[src/rtl/sic_pkg.sv]
package sic_pkg;
    localparam int NSRC = 3;

    typedef enum logic [1:0] {
        ST_IDLE   = 2'd0,
        ST_MASKED = 2'd1,
        ST_REQ    = 2'd2,
        ST_GAP    = 2'd3
    } req_state_e;
endpackage

[src/rtl/sic_slice.sv]
module sic_slice #(
    parameter int            W     = 4,
    parameter logic [W-1:0]  FATAL = '0
) (
    input  logic         clk,
    input  logic         rst_n,
    input  logic [W-1:0] ev,
    input  logic [W-1:0] mask,
    input  logic         rd_clr,
    input  logic         promote,
    input  logic         land_stk,
    output logic [W-1:0] vis,
    output logic         pc_left,
    output logic         stk_pc_any,
    output logic         pc_now,
    output logic         um_now,
    output logic         pc_nxt_any,
    output logic         um_nxt_any,
    output logic         fatal_hit
);
    logic [W-1:0] vis_pc, vis_um, stk, stk_pc, stk_um;
    logic [W-1:0] vis_d, vis_pc_d, vis_um_d, stk_d, stk_pc_d, stk_um_d;
    logic [W-1:0] pc_ev, um_ev;

    assign pc_ev = ev & (FATAL | ~mask);
    assign um_ev = ev & ~mask;

    always_comb begin
        vis_d    = rd_clr ? '0 : vis;
        vis_pc_d = rd_clr ? '0 : vis_pc;
        vis_um_d = rd_clr ? '0 : vis_um;
        stk_d    = stk;
        stk_pc_d = stk_pc;
        stk_um_d = stk_um;
        if (promote) begin
            vis_d    = vis_d | stk;
            vis_pc_d = vis_pc_d | stk_pc;
            vis_um_d = vis_um_d | stk_um;
            stk_d    = '0;
            stk_pc_d = '0;
            stk_um_d = '0;
        end
        if (land_stk) begin
            stk_d    = stk_d | ev;
            stk_pc_d = stk_pc_d | pc_ev;
            stk_um_d = stk_um_d | um_ev;
        end else begin
            vis_d    = vis_d | ev;
            vis_pc_d = vis_pc_d | pc_ev;
            vis_um_d = vis_um_d | um_ev;
        end
    end

    always_ff @(posedge clk or negedge rst_n) begin
        if (!rst_n) begin
            vis    <= '0;
            vis_pc <= '0;
            vis_um <= '0;
            stk    <= '0;
            stk_pc <= '0;
            stk_um <= '0;
        end else begin
            vis    <= vis_d;
            vis_pc <= vis_pc_d;
            vis_um <= vis_um_d;
            stk    <= stk_d;
            stk_pc <= stk_pc_d;
            stk_um <= stk_um_d;
        end
    end

    assign pc_left    = rd_clr ? 1'b0 : |vis_pc;
    assign stk_pc_any = |stk_pc;
    assign pc_now     = |vis_pc;
    assign um_now     = |vis_um;
    assign pc_nxt_any = |vis_pc_d;
    assign um_nxt_any = |vis_um_d;
    assign fatal_hit  = |(ev & FATAL);

    // stacked arrival leaves the visible level untouched
    assert_vis_hold_R4: assert property (@(posedge clk) disable iff (!rst_n)
        (land_stk && !rd_clr && !promote) |=> $stable(vis));

    // stacked bits accumulate; none is dropped
    assert_stack_accum_R5: assert property (@(posedge clk) disable iff (!rst_n)
        (land_stk && !promote) |=> ((stk & $past(ev | stk)) == $past(ev | stk)));

    // promotion empties the stack into the visible level
    assert_promote_moves_R6: assert property (@(posedge clk) disable iff (!rst_n)
        (promote && !land_stk) |=> (stk == '0 && ((vis & $past(stk)) == $past(stk))));
endmodule

[src/rtl/sic_req_fsm.sv]
module sic_req_fsm
    import sic_pkg::*;
#(
    parameter int GAP_CYC = 3
) (
    input  logic clk,
    input  logic rst_n,
    input  logic clr_any,
    input  logic pc_nxt,
    input  logic um_nxt,
    output logic irq_n
);
    localparam int CW = (GAP_CYC > 1) ? $clog2(GAP_CYC) : 1;

    req_state_e    state, state_d;
    logic [CW-1:0] cnt, cnt_d;
    req_state_e    settle;

    always_comb begin
        if (um_nxt)      settle = ST_REQ;
        else if (pc_nxt) settle = ST_MASKED;
        else             settle = ST_IDLE;
    end

    always_comb begin
        state_d = state;
        cnt_d   = cnt;
        if (clr_any) begin
            state_d = ST_GAP;
            cnt_d   = CW'(GAP_CYC - 1);
        end else begin
            unique case (state)
                ST_IDLE, ST_MASKED, ST_REQ: state_d = settle;
                ST_GAP: begin
                    if (cnt != '0) cnt_d = cnt - 1'b1;
                    else           state_d = settle;
                end
                default: state_d = ST_IDLE;
            endcase
        end
    end

    always_ff @(posedge clk or negedge rst_n) begin
        if (!rst_n) begin
            state <= ST_IDLE;
            cnt   <= '0;
        end else begin
            state <= state_d;
            cnt   <= cnt_d;
        end
    end

    always_comb begin
        irq_n = (state != ST_REQ);
    end

    // a read-clear always enters the gap with a full count
    assert_gap_entry_R7: assert property (@(posedge clk) disable iff (!rst_n)
        clr_any |=> (state == ST_GAP && cnt == CW'(GAP_CYC - 1)));

    // the line stays inactive while the gap counter runs
    assert_gap_quiet_R7: assert property (@(posedge clk) disable iff (!rst_n)
        (state == ST_GAP) |-> irq_n);

    // only a read-clear takes the request away
    assert_req_holds_R3: assert property (@(posedge clk) disable iff (!rst_n)
        (state == ST_REQ && !clr_any) |=> (state == ST_REQ));
endmodule

[src/rtl/stacked_irq_ctrl.sv]
module stacked_irq_ctrl
    import sic_pkg::*;
#(
    parameter int              EVW      = 4,
    parameter int              GAP_CYC  = 3,
    parameter logic [EVW-1:0]  FATAL_B0 = EVW'(1),
    parameter logic [EVW-1:0]  FATAL_B1 = EVW'(1),
    parameter logic [EVW-1:0]  FATAL_D  = EVW'(1)
) (
    input  logic           clk,
    input  logic           rst_n,
    input  logic [EVW-1:0] ev_bus0,
    input  logic [EVW-1:0] ev_bus1,
    input  logic [EVW-1:0] ev_dma,
    input  logic [EVW-1:0] mask_bus0,
    input  logic [EVW-1:0] mask_bus1,
    input  logic [EVW-1:0] mask_dma,
    input  logic [2:0]     rd_clr,
    output logic [EVW-1:0] stat_bus0,
    output logic [EVW-1:0] stat_bus1,
    output logic [EVW-1:0] stat_dma,
    output logic           pend_bus,
    output logic           pend_dma,
    output logic           irq_n,
    output logic           halt_req
);
    logic [EVW-1:0] ev_a   [NSRC];
    logic [EVW-1:0] mask_a [NSRC];
    logic [EVW-1:0] vis_a  [NSRC];
    logic [NSRC-1:0] pc_left, stk_pc_any, pc_now, um_now, pc_nxt, um_nxt, fat_hit;
    logic promote, land_stk;

    assign ev_a[0]   = ev_bus0;
    assign ev_a[1]   = ev_bus1;
    assign ev_a[2]   = ev_dma;
    assign mask_a[0] = mask_bus0;
    assign mask_a[1] = mask_bus1;
    assign mask_a[2] = mask_dma;

    assign promote  = (|rd_clr) && !(|pc_left);
    assign land_stk = (|pc_left) || (promote && (|stk_pc_any));

    for (genvar g = 0; g < NSRC; g++) begin : g_src
        localparam logic [EVW-1:0] FAT = (g == 0) ? FATAL_B0 :
                                         (g == 1) ? FATAL_B1 : FATAL_D;
        sic_slice #(.W(EVW), .FATAL(FAT)) u_slice (
            .clk        (clk),
            .rst_n      (rst_n),
            .ev         (ev_a[g]),
            .mask       (mask_a[g]),
            .rd_clr     (rd_clr[g]),
            .promote    (promote),
            .land_stk   (land_stk),
            .vis        (vis_a[g]),
            .pc_left    (pc_left[g]),
            .stk_pc_any (stk_pc_any[g]),
            .pc_now     (pc_now[g]),
            .um_now     (um_now[g]),
            .pc_nxt_any (pc_nxt[g]),
            .um_nxt_any (um_nxt[g]),
            .fatal_hit  (fat_hit[g])
        );
    end

    assign stat_bus0 = vis_a[0];
    assign stat_bus1 = vis_a[1];
    assign stat_dma  = vis_a[2];
    assign pend_bus  = pc_now[0] | pc_now[1];
    assign pend_dma  = pc_now[2];

    sic_req_fsm #(.GAP_CYC(GAP_CYC)) u_fsm (
        .clk     (clk),
        .rst_n   (rst_n),
        .clr_any (|rd_clr),
        .pc_nxt  (|pc_nxt),
        .um_nxt  (|um_nxt),
        .irq_n   (irq_n)
    );

    always_ff @(posedge clk or negedge rst_n) begin
        if (!rst_n) halt_req <= 1'b0;
        else        halt_req <= |fat_hit;
    end

    // a fatal pulse always yields a halt request on the next cycle
    assert_fatal_halts_R1: assert property (@(posedge clk) disable iff (!rst_n)
        (|fat_hit) |=> halt_req);

    // an asserted request needs status from an unmasked event
    assert_req_needs_unmasked_R2: assert property (@(posedge clk) disable iff (!rst_n)
        !irq_n |-> (|um_now));

    // the stack only holds bits while something is pending
    assert_stack_needs_pend_R4: assert property (@(posedge clk) disable iff (!rst_n)
        (|stk_pc_any) |-> (pend_bus || pend_dma));
endmodule

[config.mk]
export PLATFORM = sky130hd
export DESIGN_NAME = stacked_irq_ctrl
export DESIGN_NICKNAME = d
export VERILOG_FILES = /design/src/rtl/sic_pkg.sv /design/src/rtl/sic_slice.sv /design/src/rtl/sic_req_fsm.sv /design/src/rtl/stacked_irq_ctrl.sv
export SDC_FILE = /design/constraint.sdc
export NUM_CORES = 1
export LEC_CHECK = 0
export BUFFER_PORTS_ARGS = -buffer_cell sky130_fd_sc_hd__buf_2
export CAP_MARGIN = 20
export CORE_AREA = 2 2 101 103
export CTS_CLUSTER_DIAMETER = 150
export DETAILED_ROUTE_END_ITERATION = 7
export DIE_AREA = 0 0 103 105
export GPL_ROUTABILITY_DRIVEN = 0
export GPL_TIMING_DRIVEN = 0
export PLACE_DENSITY = 0.64
export SYNTH_ARGS = -nofsm -noshare
export SYNTH_HDL_FRONTEND = slang
export SYNTH_HIERARCHICAL = 1
export SYNTH_SLANG_ARGS = --single-unit
[constraint.sdc]
create_clock -name clk -period 3 [get_ports clk]
set_clock_uncertainty 0.2 [all_clocks]
set_input_delay 0.45 -clock clk [delete_from_list [all_inputs] [get_ports clk]]
set_output_delay 0.45 -clock clk [all_outputs]
set_load 0.005 [all_outputs]
# Word-level counts from Yosys, hierarchy flattened
# Cells that the tools add are included.
# Widths: inputs -> output; s select.
totals:
  mem_bits_rw: 0
  memories: 0
  reg_bits: 77
  input_bits: 29
  romBits: 0
  out_inout_bits: 16
  wordCells: 139
  latchBits: 0
classes:
  muxes: 56
  div: 0
  n_shift: 0
  order_cmp: 0
  mul: 0
  eq_ne: 5
  addsub: 1
  reduce_logical: 19
  bitwise_logic: 37
op_table:
  columns: ["op", "count"]
  rows:
  - ["$mux 4", 45]
  - ["$or 4x4->4", 27]
  - ["$reduce_or 12->1", 3]
  - ["$and 4x4->4", 6]
  - ["$mux 2", 6]
  - ["$not 4->4", 3]
  - ["$reduce_or 3->1", 4]
  - ["$reduce_or 4->1", 3]
  - ["$reduce_bool 2->1", 3]
  - ["$eq 2x2->1 const B", 2]
  - ["$mux 1", 4]
  - ["$pmux 2 s2", 1]
  - ["$ne 3x2->1 const B", 1]
  - ["$eq 2x1->1 const B", 1]
  - ["$logic_and 1x1->1", 2]
  - ["$logic_not 2->1", 1]
  - ["$ne 2x2->1 const B", 1]
  - ["$reduce_and 2->1", 1]
  - ["$sub 2x1->2 const B", 1]
  - ["$logic_not 1->1", 1]
  - ["$logic_or 1x1->1", 1]
  - ["$or 1x1->1", 1]

# Logic depth before layout (Yosys ltp)
logic_depth:
  depth_word: 14
  mapped_depth: 12
  mapped_depth_nobuf: 10

# Modules after synthesis
# The synthesis kept the hierarchy.
by_module_without_submodules:
  columns: ["module", "cells_per_inst", "seq_area_each_um2", "instances", "area_each_um2"]
  rows:
  - ["sic_slice", 89, 600.6, 3, 1007.2]
  - ["sic_req_fsm", 18, 100.1, 1, 202.7]
  - ["stacked_irq_ctrl", 11, 25.0, 1, 85.1]

# Worst setup path before layout
# OpenSTA, ideal clock, no wires.
synth_timing:
  path_type: "input -> register"
  startpoint: "in rd_clr[1]"
  endpoint: "reg u_fsm.state[1]"
  t_required_ns: 2.669
  setup_time_ns: 0.131
  path_stages: 10
  path_slack_ns: -0.092
  path_buffers: 2
  arrival_time_ns: 2.760
  cell_sequence: "inv_2 buf_6 and2_2 nor3_1 and2_1 clkbuf_1 a221o_2 or4_1 or3_1 or3_1"
synth_via:
  elab_chain_len: 12
  word_cells_on_any_way: 24
  cone_classes: "eq/ne: 1; mux: 12; bitwise: 4; reduce/logical: 7"
synth_lines:
  columns: ["element", "line", "text"]
  rows:
  - ["from (decl)", "stacked_irq_ctrl.sv:18", "input logic [2:0] rd_clr,"]
  - ["$mux 1 *", "sic_slice.sv:72", "assign pc_left = rd_clr ? 1'b0 : |vis_pc;"]
  - ["named net pc_left[1]", "stacked_irq_ctrl.sv:30", "logic [NSRC-1:0] pc_left, stk_pc_any, pc_now, um_now, pc_nxt, um_nxt, fat_hit;"]
  - ["$reduce_or 3->1 *", "stacked_irq_ctrl.sv:40", "assign promote = (|rd_clr) && !(|pc_left);"]
  - ["$logic_not 1->1 *", "stacked_irq_ctrl.sv:40", null]
  - ["$logic_and 1x1->1 *", "stacked_irq_ctrl.sv:40", null]
  - ["named net promote", "stacked_irq_ctrl.sv:31", "logic promote, land_stk;"]
  - ["$mux 4 / $logic_and 1x1->1 (equally long branches)", "sic_slice.sv:35, stacked_irq_ctrl.sv:41", null]
  - ["$or 4x4->4 / $logic_or 1x1->1 (equally long branches)", "sic_slice.sv:50, stacked_irq_ctrl.sv:41", null]
  - ["$mux 4 *", "sic_slice.sv:43", "if (land_stk) begin"]
  - ["named net g_src[1].u_slice.vis_um_d[3]", "sic_slice.sv:22", "logic [W-1:0] vis_d, vis_pc_d, vis_um_d, stk_d, stk_pc_d, stk_um_d;"]
  - ["$reduce_or 12->1 *", "stacked_irq_ctrl.sv:76", ".um_nxt (|um_nxt),"]
  - ["$mux 2 *", "sic_req_fsm.sv:20", "if (um_nxt) settle = ST_REQ;"]
  - ["$mux 2", "sic_req_fsm.sv:35", "if (cnt != '0) cnt_d = cnt - 1'b1;"]
  - ["$pmux 2 s2 *", "sic_req_fsm.sv:32", "unique case (state)"]
  - ["$mux 2 *", "sic_req_fsm.sv:28", "if (clr_any) begin"]
  - ["to (signal assigned)", "sic_req_fsm.sv:48", "state <= state_d;"]
  - ["to (decl)", "sic_req_fsm.sv:15", "req_state_e state, state_d;"]
# The timed path passes the listed nets; every way through them passes the cells marked *. The select of a mux whose other input is x is not followed.
# A chain may end at the register's enable or synchronous reset.

# Final worst setup path
layout_timing:
  startpoint: "reg g_src[0].u_slice.stk_pc[2]"
  endpoint: "reg u_fsm.state[1]"
layout_via:
  elab_chain_len: 9
  word_cells_on_any_way: 11
  cone_classes: "mux: 7; reduce/logical: 4"
layout_lines:
  columns: ["element", "line", "text"]
  rows:
  - ["from (decl)", "sic_slice.sv:21", "logic [W-1:0] vis_pc, vis_um, stk, stk_pc, stk_um;"]
  - ["from (signal assigned)", "sic_slice.sv:67", "stk_pc <= stk_pc_d;"]
  - ["$reduce_or 12->1 *", "stacked_irq_ctrl.sv:41", "assign land_stk = (|pc_left) || (promote && (|stk_pc_any));"]
  - ["$logic_and 1x1->1 *", "stacked_irq_ctrl.sv:41", null]
  - ["$logic_or 1x1->1 *", "stacked_irq_ctrl.sv:41", null]
  - ["named net land_stk", "stacked_irq_ctrl.sv:31", null]
  - ["$mux 4 *", "sic_slice.sv:43", null]
  - ["named net g_src[1].u_slice.vis_um_d[2]", "sic_slice.sv:22", null]
  - ["$reduce_or 12->1 *", "stacked_irq_ctrl.sv:76", null]
  - ["$mux 2 *", "sic_req_fsm.sv:20", null]
  - ["$mux 2", "sic_req_fsm.sv:35", null]
  - ["$pmux 2 s2 *", "sic_req_fsm.sv:32", null]
  - ["$mux 2 *", "sic_req_fsm.sv:28", null]
# Marked as above.

==> results_dict.tcl <==
set metrics [dict create \
    status "finished clean" \
    end_kind "flip-flop" \
    die_h_um 105 \
    regToRegEndpoint "u_fsm/state[1]" \
    drive_above_1_share_pct 40.4 \
    r2r-start "g_src[0].u_slice/stk_pc[2]" \
    drv_cap 0 \
    ant_nets 0 \
    worstMarginPinSlew_ns 0.458 \
    die_x_um 103 \
    yosysWarningCount 6 \
    period_needed_ns 2.97 \
    cp-start-kind "flip-flop" \
    mostFrequentLayoutCell "dfrtp_1" \
    grt.overflow.total 0 \
    hpwl_mm 5.25 \
    post_drt_wl_per_cell_um 15.5 \
    clock_latency_ns 0.34 \
    sw_frac_of_total_pct 31.9 \
    r2r_cells 10 \
    wirelength_mm 7.88 \
    design.die.area_um2 10800 \
    cellLeakagePower_nw 2.06 \
    finalNetCount 401 \
    mostFrequentLayoutCells "77 x dfrtp_1, 43 x buf_2, 39 x inv_1" \
    seq_area_um2 1930 \
    drc 0 \
    grt_max_degree 66 \
    slew_headroom_pct 69.5 \
    power_frac_seq_pct 42.6 \
    max_freq_mhz 336 \
    grt_use_total_pct 15.6 \
    tritoncts "yes" \
    dr.pass1.iters 4 \
    path_clk_slew_ns 0.08 \
    hold_path_depth 2 \
    via_count 2499 \
    post-place-cells 471 \
    crit_required_ns 3.02 \
    rsz0062_at_grt "true" \
    synth_fp_nets 323 \
    ir_drop_v 0.000382 \
    min_path_type "input port to flip-flop" \
    holdPathEnd "g_src[1].u_slice/stk_um[2]" \
    clkSinkCount 77 \
    powerDensity_nw_per_um2 938 \
    postSynthCellCount 293 \
    path_max_fanout 6 \
    fin_cells 509 \
    fin_crit_sh_pct 99.1 \
    drv_slew 0 \
    p_clk_share_pct 21.5 \
    power.total_w 0.00401 \
    avgSynthCellArea_um2 11.2 \
    rows 36 \
    fin_util_pct 44.3 \
    internal_power_w 0.00273 \
    core-area_um2 9640 \
    syn_to_final_growth_pct 29.9 \
    p_sw_w 0.00128 \
    r2r_slack_ns 0.03 \
    pwr-share-comb_pct 36.0 \
    hp-start "mask_bus1[2]" \
    ios 45 \
    setup_viol 0 \
    grt_pass1_wl_mm 13.0 \
    htreeDepth 3 \
    synth_area_um2 3290 \
    cts_root_buf "clkbuf_8" \
    cts_made_buffers 9 \
    start_util_pct 34.1 \
    port_buffers 44 \
    hold_viol_final 0 \
    clk_path_buf_depth 2 \
    first_iter_violations 86 \
    diodes 0 \
    grt_pass1_vias 2575 \
    via_per_inst 4.91 \
    antenna_found_initial 0 \
    path_class "flip-flop to flip-flop" \
    worstPathArrival_ns 3.00 \
    multi_input_area_um2 1220 \
    fill_cells 939 \
]
[per-stage QoR]
stage	cell area, um^2	hold WS, ns	setup TNS (ns)	worst slack, ns
finish	4270	0.109	0	0.0280
global route	4270	0.110	-0.152	-0.0938
CTS	4210	0.0842	0	0.0266
detailed placement	3720	0.119	-1.11	-0.474
global placement	3690	0.265	-0.762	-0.449
floorplan	3300	-0.0456	0	0.0203
[layer usage]
layer | global-route usage, % | part of all wire, % | wire length (um)
met5 | 0 | 0 | 0
met4 | 4.51 | 0.75 | 59
met3 | 3.68 | 4.6 | 363
met2 | 24.4 | 49 | 3870
met1 | 21.4 | 45 | 3580
[flip-flops by register name, indices dropped and copies added, names as in the netlist]
| signal | count |
|---|---|
| g_src.u_slice/vis | 12 |
| halt_req | 1 |
| u_fsm/state | 2 |
| u_fsm/cnt | 2 |
| g_src.u_slice/vis_um | 12 |
| g_src.u_slice/stk_pc | 12 |
| g_src.u_slice/vis_pc | 12 |
| g_src.u_slice/stk | 12 |
| g_src.u_slice/stk_um | 12 |
[power by group through the flow]
| stage | logic [W] | clock network, W | registers [W] |
|---|---|---|---|
| 3_3_place_gp | 0.00113 | 0 | 0.00170 |
| 5_1_grt | 0.00159 | 0.000921 | 0.00176 |
| 2_1_floorplan | 0.000786 | 0 | 0.00166 |
| 4_1_cts | 0.00136 | 0.000883 | 0.00171 |
| 6_report | 0.00144 | 0.000861 | 0.00170 |
| 3_5_place_dp | 0.00115 | 0 | 0.00171 |
[cell type report]
| type | instances | area share, % |
|---|---|---|
| Sequential cell | 77 | 45.1 |
| Multi-Input combinational cell | 156 | 28.6 |
| Tap cell | 133 | 3.90 |
| Buffer | 15 | 3.19 |
| Timing Repair Buffer | 66 | 9.87 |
| Clock inverter | 6 | 2.02 |
| Inverter | 46 | 4.04 |
| Clock buffer | 10 | 3.22 |
[worst max-delay path by stage]
stage,depth (start not counted),end,from,slack [ns]
floorplan,10,u_fsm/state[1],rd_clr[1],0.02
global placement,11,u_fsm/state[1],rd_clr[2],-0.45
detailed placement,12,u_fsm/state[1],rd_clr[2],-0.47
CTS,10,u_fsm/state[1],g_src[1].u_slice/stk_pc[2],0.03
global route,11,u_fsm/state[0],g_src[0].u_slice/vis_pc[1],-0.09
finish,10,u_fsm/state[1],g_src[0].u_slice/stk_pc[2],0.03
[critical path, cell delays in order, from the launching register on]
cell and delay (ns):
dfrtp_1 0.38, inv_2 0.06, nand4_1 0.12, nor3_2 0.08
o21ai_4 0.29, buf_6 0.15, nor3b_1 0.06, a221o_2 0.32
or4_1 0.51, or3_1 0.39, or3_1 0.31
[timing repair]
item / CTS / global route
endpoints found under the hold margin: 12 / 0
buffers inserted: 13 / 7
setup endpoints to repair: 12 / 2
hold buffers: 1 / 0
pin swaps: 15 / 10
cloned: 1 / 0
gates resized for setup: 37 / 4
(Power assumes the default switching activity.)
